**config.mk**
```make
export PLATFORM = sky130hd
export DESIGN_NAME = irt_router
export DESIGN_NICKNAME = d
export VERILOG_FILES = /design/src/rtl/irt_pkg.sv /design/src/rtl/irt_node_bank.sv /design/src/rtl/irt_arbiter.sv /design/src/rtl/irt_svc_rx.sv /design/src/rtl/irt_router.sv
export SDC_FILE = /design/constraint.sdc
export NUM_CORES = 2
export LEC_CHECK = 0
export BUFFER_PORTS_ARGS = -buffer_cell sky130_fd_sc_hd__buf_2
export CORE_UTILIZATION = 29
export DETAILED_ROUTE_END_ITERATION = 12
export PLACE_DENSITY = 0.49
export SLEW_MARGIN = 20
export SYNTH_ARGS = -nofsm -noshare
export SYNTH_HDL_FRONTEND = slang
export SYNTH_SLANG_ARGS = --single-unit
```
**constraint.sdc**
```tcl
create_clock -name clk -period 76.9 [get_ports clk]
set_clock_uncertainty 0.15 [all_clocks]
set_input_delay 15.38 -clock clk [delete_from_list [all_inputs] [get_ports clk]]
set_output_delay 15.38 -clock clk [all_outputs]
set_load 0.03 [all_outputs]
```
**src/rtl/irt_pkg.sv**
```systemverilog
package irt_pkg;
  parameter int NODES  = 32;
  parameter int NCPU   = 3;
  parameter int PRIO_W = 8;

  localparam int NPROV  = NCPU + 1;
  localparam int NODE_W = $clog2(NODES);
  localparam int PROV_W = $clog2(NPROV);
  localparam int DATA_W = PROV_W + PRIO_W + NODE_W + 1;

  function automatic int parity_bits(input int d);
    int r;
    r = 1;
    while ((1 << r) < d + r + 1) r++;
    return r;
  endfunction

  localparam int PAR_W  = parity_bits(DATA_W);
  localparam int CODE_W = DATA_W + PAR_W + 1;

  typedef struct packed {
    logic [PROV_W-1:0] prov;
    logic [PRIO_W-1:0] prio;
    logic [NODE_W-1:0] node;
    logic              en;
  } svc_word_t;

  typedef struct packed {
    logic [DATA_W-1:0] data;
    logic              fatal;
  } dec_t;

  function automatic logic [CODE_W-1:0] secded_enc(input logic [DATA_W-1:0] d);
    logic [CODE_W-1:0] c;
    int k;
    c = '0;
    k = 0;
    for (int pos = 1; pos < CODE_W; pos++) begin
      if ((pos & (pos - 1)) != 0) begin
        c[pos] = d[k];
        k++;
      end
    end
    for (int b = 0; b < PAR_W; b++) begin
      for (int pos = 1; pos < CODE_W; pos++) begin
        if (((pos >> b) & 1) == 1 && pos != (1 << b)) c[1 << b] = c[1 << b] ^ c[pos];
      end
    end
    c[0] = ^c[CODE_W-1:1];
    return c;
  endfunction

  function automatic dec_t secded_dec(input logic [CODE_W-1:0] c);
    logic [PAR_W-1:0]  syn;
    logic [CODE_W-1:0] fixed;
    logic              ovr;
    dec_t              r;
    int                k;
    syn = '0;
    for (int b = 0; b < PAR_W; b++) begin
      for (int pos = 1; pos < CODE_W; pos++) begin
        if (((pos >> b) & 1) == 1) syn[b] = syn[b] ^ c[pos];
      end
    end
    ovr   = ^c;
    fixed = c;
    r     = '0;
    if (ovr) begin
      if (int'(syn) < CODE_W) fixed[syn] = ~fixed[syn];
      else r.fatal = 1'b1;
    end else if (syn != '0) begin
      r.fatal = 1'b1;
    end
    k = 0;
    for (int pos = 1; pos < CODE_W; pos++) begin
      if ((pos & (pos - 1)) != 0) begin
        r.data[k] = fixed[pos];
        k++;
      end
    end
    return r;
  endfunction
endpackage

```
**src/rtl/irt_node_bank.sv**
```systemverilog
module irt_node_bank
  import irt_pkg::*;
(
  input  logic                              clk,
  input  logic                              rst_n,
  input  logic [NODES-1:0]                  trig,
  input  logic                              cfg_we,
  input  logic                              cfg_allow,
  input  logic [NODE_W-1:0]                 cfg_node,
  input  logic                              cfg_en,
  input  logic [PROV_W-1:0]                 cfg_prov,
  input  logic [PRIO_W-1:0]                 cfg_prio,
  output logic                              cfg_reject,
  input  logic [NPROV-1:0]                  ack_vld,
  input  logic [NPROV-1:0][NODE_W-1:0]      ack_node,
  output logic [NODES-1:0]                  node_en,
  output logic [NODES-1:0][PROV_W-1:0]      node_prov,
  output logic [NODES-1:0][PRIO_W-1:0]      node_prio,
  output logic [NODES-1:0]                  pending
);
  logic [NODES-1:0] clr;
  logic             wr_ok;

  assign wr_ok = cfg_we && cfg_allow;

  always_comb begin
    clr = '0;
    for (int p = 0; p < NPROV; p++) begin
      if (ack_vld[p]) clr[ack_node[p]] = 1'b1;
    end
  end

  // a new pulse wins over a retiring handshake on the same node
  always_ff @(posedge clk) begin
    if (!rst_n) begin
      pending    <= '0;
      cfg_reject <= 1'b0;
    end else begin
      pending    <= (pending & ~clr) | trig;
      cfg_reject <= cfg_we && !cfg_allow;
    end
  end

  for (genvar i = 0; i < NODES; i++) begin : g_node
    always_ff @(posedge clk) begin
      if (!rst_n) begin
        node_en[i]   <= 1'b0;
        node_prov[i] <= '0;
        node_prio[i] <= '0;
      end else if (wr_ok && cfg_node == NODE_W'(i)) begin
        node_en[i]   <= cfg_en;
        node_prov[i] <= cfg_prov;
        node_prio[i] <= cfg_prio;
      end
    end
  end

  assert_pend_set_R2: assert property (@(posedge clk) disable iff (!rst_n)
    (|trig) |=> ((pending & $past(trig)) == $past(trig)));

  assert_reject_flag_R3: assert property (@(posedge clk) disable iff (!rst_n)
    (cfg_we && !cfg_allow) |=> cfg_reject);

  assert_denied_cfg_R3: assert property (@(posedge clk) disable iff (!rst_n)
    (cfg_we && !cfg_allow) |=> ($stable(node_en) && $stable(node_prov) && $stable(node_prio)));
endmodule

```
**src/rtl/irt_arbiter.sv**
```systemverilog
module irt_arbiter
  import irt_pkg::*;
#(
  parameter int PID = 0
) (
  input  logic                         clk,
  input  logic                         rst_n,
  input  logic [NODES-1:0]             node_en,
  input  logic [NODES-1:0][PROV_W-1:0] node_prov,
  input  logic [NODES-1:0][PRIO_W-1:0] node_prio,
  input  logic [NODES-1:0]             pending,
  output logic                         req,
  output logic [NODE_W-1:0]            win_node,
  output logic [PRIO_W-1:0]            win_prio,
  output logic                         win_en
);
  // strict compare in ascending scan keeps the lowest index on ties
  always_comb begin
    req      = 1'b0;
    win_node = '0;
    win_prio = '0;
    for (int i = 0; i < NODES; i++) begin
      if (pending[i] && node_en[i] && node_prov[i] == PROV_W'(PID) &&
          (!req || node_prio[i] > win_prio)) begin
        req      = 1'b1;
        win_node = NODE_W'(i);
        win_prio = node_prio[i];
      end
    end
  end

  assign win_en = req && node_en[win_node];

  assert_win_owned_R4: assert property (@(posedge clk) disable iff (!rst_n)
    req |-> (pending[win_node] && node_en[win_node] && node_prov[win_node] == PROV_W'(PID)));
endmodule

```
**src/rtl/irt_svc_rx.sv**
```systemverilog
module irt_svc_rx
  import irt_pkg::*;
#(
  parameter int PID = 0
) (
  input  logic              clk,
  input  logic              rst_n,
  input  logic              req,
  input  logic [CODE_W-1:0] code,
  input  logic              ie,
  input  logic [PRIO_W-1:0] ccpn,
  input  logic              svc_ready,
  output logic              svc_valid,
  output logic [PRIO_W-1:0] svc_prio,
  output logic [NODE_W-1:0] svc_node,
  output logic              alarm,
  output logic              ack
);
  localparam bit IS_CPU = (PID < NCPU);

  dec_t      dec;
  svc_word_t w;
  logic      sound;
  logic      accept;

  assign dec    = secded_dec(code);
  assign w      = svc_word_t'(dec.data);
  assign sound  = !dec.fatal && w.en && (w.prov == PROV_W'(PID));
  assign accept = IS_CPU ? (ie && (w.prio > ccpn)) : 1'b1;

  assign alarm     = req && !sound;
  assign svc_valid = req && sound && accept;
  assign svc_prio  = w.prio;
  assign svc_node  = w.node;
  assign ack       = svc_valid && svc_ready;

  assert_cpu_accept_R5: assert property (@(posedge clk) disable iff (!rst_n)
    svc_valid |-> (!IS_CPU || (ie && svc_prio > ccpn)));

  assert_alarm_excl_R9: assert property (@(posedge clk) disable iff (!rst_n)
    alarm |-> !svc_valid);

  assert_alarm_needs_req_R11: assert property (@(posedge clk) disable iff (!rst_n)
    !req |-> !alarm);
endmodule

```
**src/rtl/irt_router.sv**
```systemverilog
module irt_router
  import irt_pkg::*;
(
  input  logic                      clk,
  input  logic                      rst_n,
  input  logic [NODES-1:0]          trig,
  input  logic                      cfg_we,
  input  logic                      cfg_allow,
  input  logic [NODE_W-1:0]         cfg_node,
  input  logic                      cfg_en,
  input  logic [PROV_W-1:0]         cfg_prov,
  input  logic [PRIO_W-1:0]         cfg_prio,
  output logic                      cfg_reject,
  input  logic [NCPU-1:0]           cpu_ie,
  input  logic [NCPU*PRIO_W-1:0]    cpu_ccpn,
  input  logic [NPROV*CODE_W-1:0]   link_flip,
  output logic [NPROV-1:0]          svc_valid,
  input  logic [NPROV-1:0]          svc_ready,
  output logic [NPROV*PRIO_W-1:0]   svc_prio,
  output logic [NPROV*NODE_W-1:0]   svc_node,
  output logic [NPROV-1:0]          ecc_alarm
);
  logic [NODES-1:0]             node_en;
  logic [NODES-1:0][PROV_W-1:0] node_prov;
  logic [NODES-1:0][PRIO_W-1:0] node_prio;
  logic [NODES-1:0]             pending;
  logic [NPROV-1:0]             ack_vld;
  logic [NPROV-1:0][NODE_W-1:0] ack_node;

  irt_node_bank u_bank (
    .clk(clk), .rst_n(rst_n), .trig(trig),
    .cfg_we(cfg_we), .cfg_allow(cfg_allow), .cfg_node(cfg_node),
    .cfg_en(cfg_en), .cfg_prov(cfg_prov), .cfg_prio(cfg_prio),
    .cfg_reject(cfg_reject), .ack_vld(ack_vld), .ack_node(ack_node),
    .node_en(node_en), .node_prov(node_prov), .node_prio(node_prio),
    .pending(pending)
  );

  for (genvar g = 0; g < NPROV; g++) begin : g_prov
    logic              req;
    logic [NODE_W-1:0] win_node;
    logic [PRIO_W-1:0] win_prio;
    logic              win_en;
    svc_word_t         word;
    logic [CODE_W-1:0] code_tx;
    logic [CODE_W-1:0] code_rx;
    logic              ie_p;
    logic [PRIO_W-1:0] ccpn_p;

    if (g < NCPU) begin : g_cpu
      assign ie_p   = cpu_ie[g];
      assign ccpn_p = cpu_ccpn[g*PRIO_W +: PRIO_W];
    end else begin : g_dma
      assign ie_p   = 1'b1;
      assign ccpn_p = '0;
    end

    irt_arbiter #(.PID(g)) u_arb (
      .clk(clk), .rst_n(rst_n),
      .node_en(node_en), .node_prov(node_prov), .node_prio(node_prio),
      .pending(pending), .req(req), .win_node(win_node),
      .win_prio(win_prio), .win_en(win_en)
    );

    assign word    = '{prov: PROV_W'(g), prio: win_prio, node: win_node, en: win_en};
    assign code_tx = secded_enc(DATA_W'(word));
    assign code_rx = code_tx ^ link_flip[g*CODE_W +: CODE_W];

    irt_svc_rx #(.PID(g)) u_rx (
      .clk(clk), .rst_n(rst_n), .req(req), .code(code_rx),
      .ie(ie_p), .ccpn(ccpn_p), .svc_ready(svc_ready[g]),
      .svc_valid(svc_valid[g]), .svc_prio(svc_prio[g*PRIO_W +: PRIO_W]),
      .svc_node(svc_node[g*NODE_W +: NODE_W]), .alarm(ecc_alarm[g]),
      .ack(ack_vld[g])
    );

    assign ack_node[g] = svc_node[g*NODE_W +: NODE_W];

    assert_offer_pending_R7: assert property (@(posedge clk) disable iff (!rst_n)
      svc_valid[g] |-> pending[svc_node[g*NODE_W +: NODE_W]]);

    assert_held_offer_R7: assert property (@(posedge clk) disable iff (!rst_n)
      (svc_valid[g] && !svc_ready[g]) |=> pending[$past(svc_node[g*NODE_W +: NODE_W])]);
  end
endmodule

```
==> metrics <==
status finished clean; syn_nets 9864; core area 225000 um2; num ports 232; IR drop worst, VDD 0.0000176 V; Req. time, crit path 61.37 ns; max cap viols 0; clock sinks 385; routability cong. 1.02; # fillers 22.9k; grt ovf 0; Cells on Worst Hold Path 2; Vias per Instance 5.47; final setup violation count 0; highest-delay cell along the critical path xnor3_2; Starting Density 29.2%; Yosys warning total 0; final hold vios 0; Slew @ Worst Pin 1.40 ns; final cycle utilization of the critical path 99.1%; Buffers on Ports 231; Total GRT Usage 26.7%; Detailed Routing Iterations Pass 1 6; antenna violations before repair 25; Power Density 8.46 nW/um2; DIE HEIGHT 477 um; Setup Crit Path Kind flip-flop to primary output; sequential share of the synthesized area 11.8%; Total Wirelength 328 mm; syn avg cell area 7.51 um2; setup TNS 0 ns; Crit path max-delay family compound AO/OA/AOI/OAI gates; synthesized cell area 65600 um2; layout cell share with drive strength beyond 1 35.8%; most frequent cells in the layout 1920 x buf_4, 851 x nand2_1, 822 x ha_1, 606 x inv_1, 540 x nor2_1; fraction of registers with async set/reset 0%; Vias 75.4k; FP Rows 174; prevailing post-synth register cell dfxtp_1; Slew Limit Headroom 5.63%; clock latency on the worst-skew pair 0.65 ns; DRC Markers 0; Num CTS Buffers 48; CP max stage delay 0.50 ns; FF+latch count, synth 385; Hold Crit Class flip-flop to flip-flop; Max Buffers Root-to-Sink 3; fin crit period 76.25 ns; root buf cell clkbuf_16; pin count of the biggest net entering global routing 148; DRT antenna net count 0; Die Wd 477 um; first-pass GRT wire length 466 mm; CP endpoint kind primary output; unrepaired setup endpoints after global routing yes; Max FO, Critical Path 8; maximum clock rate 0.0131 GHz; crit start category flip-flop; most common cell after layout, fill and taps aside buf_4; Nets 11.9k; cell depth of the worst setup path 359; CTS tree done; DRT iter0 DRCs 5820; reg2reg path depth 362; CP Buf/Inv Count 57; wire per inst 23.7 um; number of synthesized flops with an enable pin 0; DP HPWL 259 mm; leak pwr 41.7 nW; Worst EP arrival 60.72 ns; Clock transition at path regs 0.06 ns; P&R area growth vs syn 43.7%; Critical Path Most Common Cell a21oi_2; htree depth 2; final core utilization 41.9%; Post-CTS Hold Buffers 0; Synth cell types 128; DIE AREA 228000 um2; number of global-route vias before repair 71.3k; Final Slew Violations 0; Syn Inst Count 8725
[kinds of logic (layout without fill, tap and decap cells)]
group | after synthesis | count (layout) | synth area share, %
simple gates | 2983 | 2987 | 22.5
other cells | 0 | 6 | 0
flops | 385 | 385 | 11.8
buf+inv | 1001 | 3065 | 5.91
xor+xnor | 329 | 329 | 5.18
compound gates | 2219 | 2223 | 22.6
mux | 835 | 835 | 13.5
fa+ha+maj | 973 | 973 | 18.5
[metal layers]
metal	wire length (um)	track usage, %
met2	152000	45.1
met1	143000	35.1
met3	19100	2.63
met4	14100	9.14
met5	83	0
[registers in the layout, summed over array words and instances, names as in the netlist]
signal,cells
u_bank.cfg_reject,1
u_bank.node_prov,64
u_bank.node_en,32
u_bank.pending,32
u_bank.node_prio,256
[where the power goes]
group          switching, W  leakage [nW]  internal, W  total, W
Combinational      0.000184          37.8     0.000163  0.000347
Clock              0.000105         0.780     0.000137  0.000242
Sequential       0.00000593          3.11     0.000202  0.000208
[worst paths after layout]
path | from | end | slack, ns
hold reg to reg | u_bank.node_en[16] | u_bank.node_en[16] | 0.34
hold / removal | u_bank.node_en[16] | u_bank.node_en[16] | 0.34
setup reg to reg | u_bank.pending[0] | u_bank.pending[4] | 14.82
setup / recovery | u_bank.pending[0] | svc_valid[1] | 0.65
[per-stage QoR]
step | instances | total power [W] | setup slack (ns) | instance area, um2 | hold slack, ns
after global placement | 13135 | 0.000486 | -4.42 | 80700 | 0.326
after detailed placement | 13136 | 0.000487 | -4.36 | 80800 | 0.331
after CTS | 13379 | 0.000741 | 0.000426 | 85300 | 0.339
after floorplan | 8725 | 0.000365 | -0.246 | 65800 | 0.304
after global routing | 13793 | 0.000825 | -2.46 | 94200 | 0.371
final | 13795 | 0.000797 | 0.655 | 94200 | 0.338
[area by class of cell]
type | count | area, um2 | share of cell area [%]
Sequential cell | 385 | 7710 | 8.19
Multi-Input combinational cell | 7347 | 61100 | 64.9
Antenna cell | 6 | 15.0 | 0.0159
Inverter | 695 | 2650 | 2.81
Timing Repair Buffer | 2284 | 17400 | 18.4
Tap cell | 2992 | 3740 | 3.97
Clock buffer | 64 | 1350 | 1.44
Clock inverter | 22 | 241 | 0.256
[cell usage after synthesis (all sizes together) (81+ instances only)]
cell    count  share of area (%)
a211oi     82               0.99
a21boi    128                1.5
a21o      249                2.9
a21oi     522                4.0
and2      114                1.1
and3       81               0.77
clkbuf    240                1.4
dfxtp     385                 12
ha        968                 18
inv       691                4.0
mux2      342                5.9
mux2i     490                7.5
nand2     897                5.1
nand2b    147                1.4
nand3     252                1.9
nand4     147                1.4
nor2      600                3.4
nor2b     413                3.9
nor3      127                1.0
o21a      163                1.9
o21ai     457                3.5
xnor2     228                3.1
[worst min-delay path: cells and delay by family (launching register included)]
family,cells,cell delay [ns]
flops,1,0.32
compound gates,1,0.07
simple gates,1,0.05
[repair_timing]
action	CTS	global route
setup buffers	151	403
setup endpoints to repair	45	60
cloned	6	12
gates resized for setup	430	1280
pin swaps	159	561
Power figures use the tool's default switching activity.
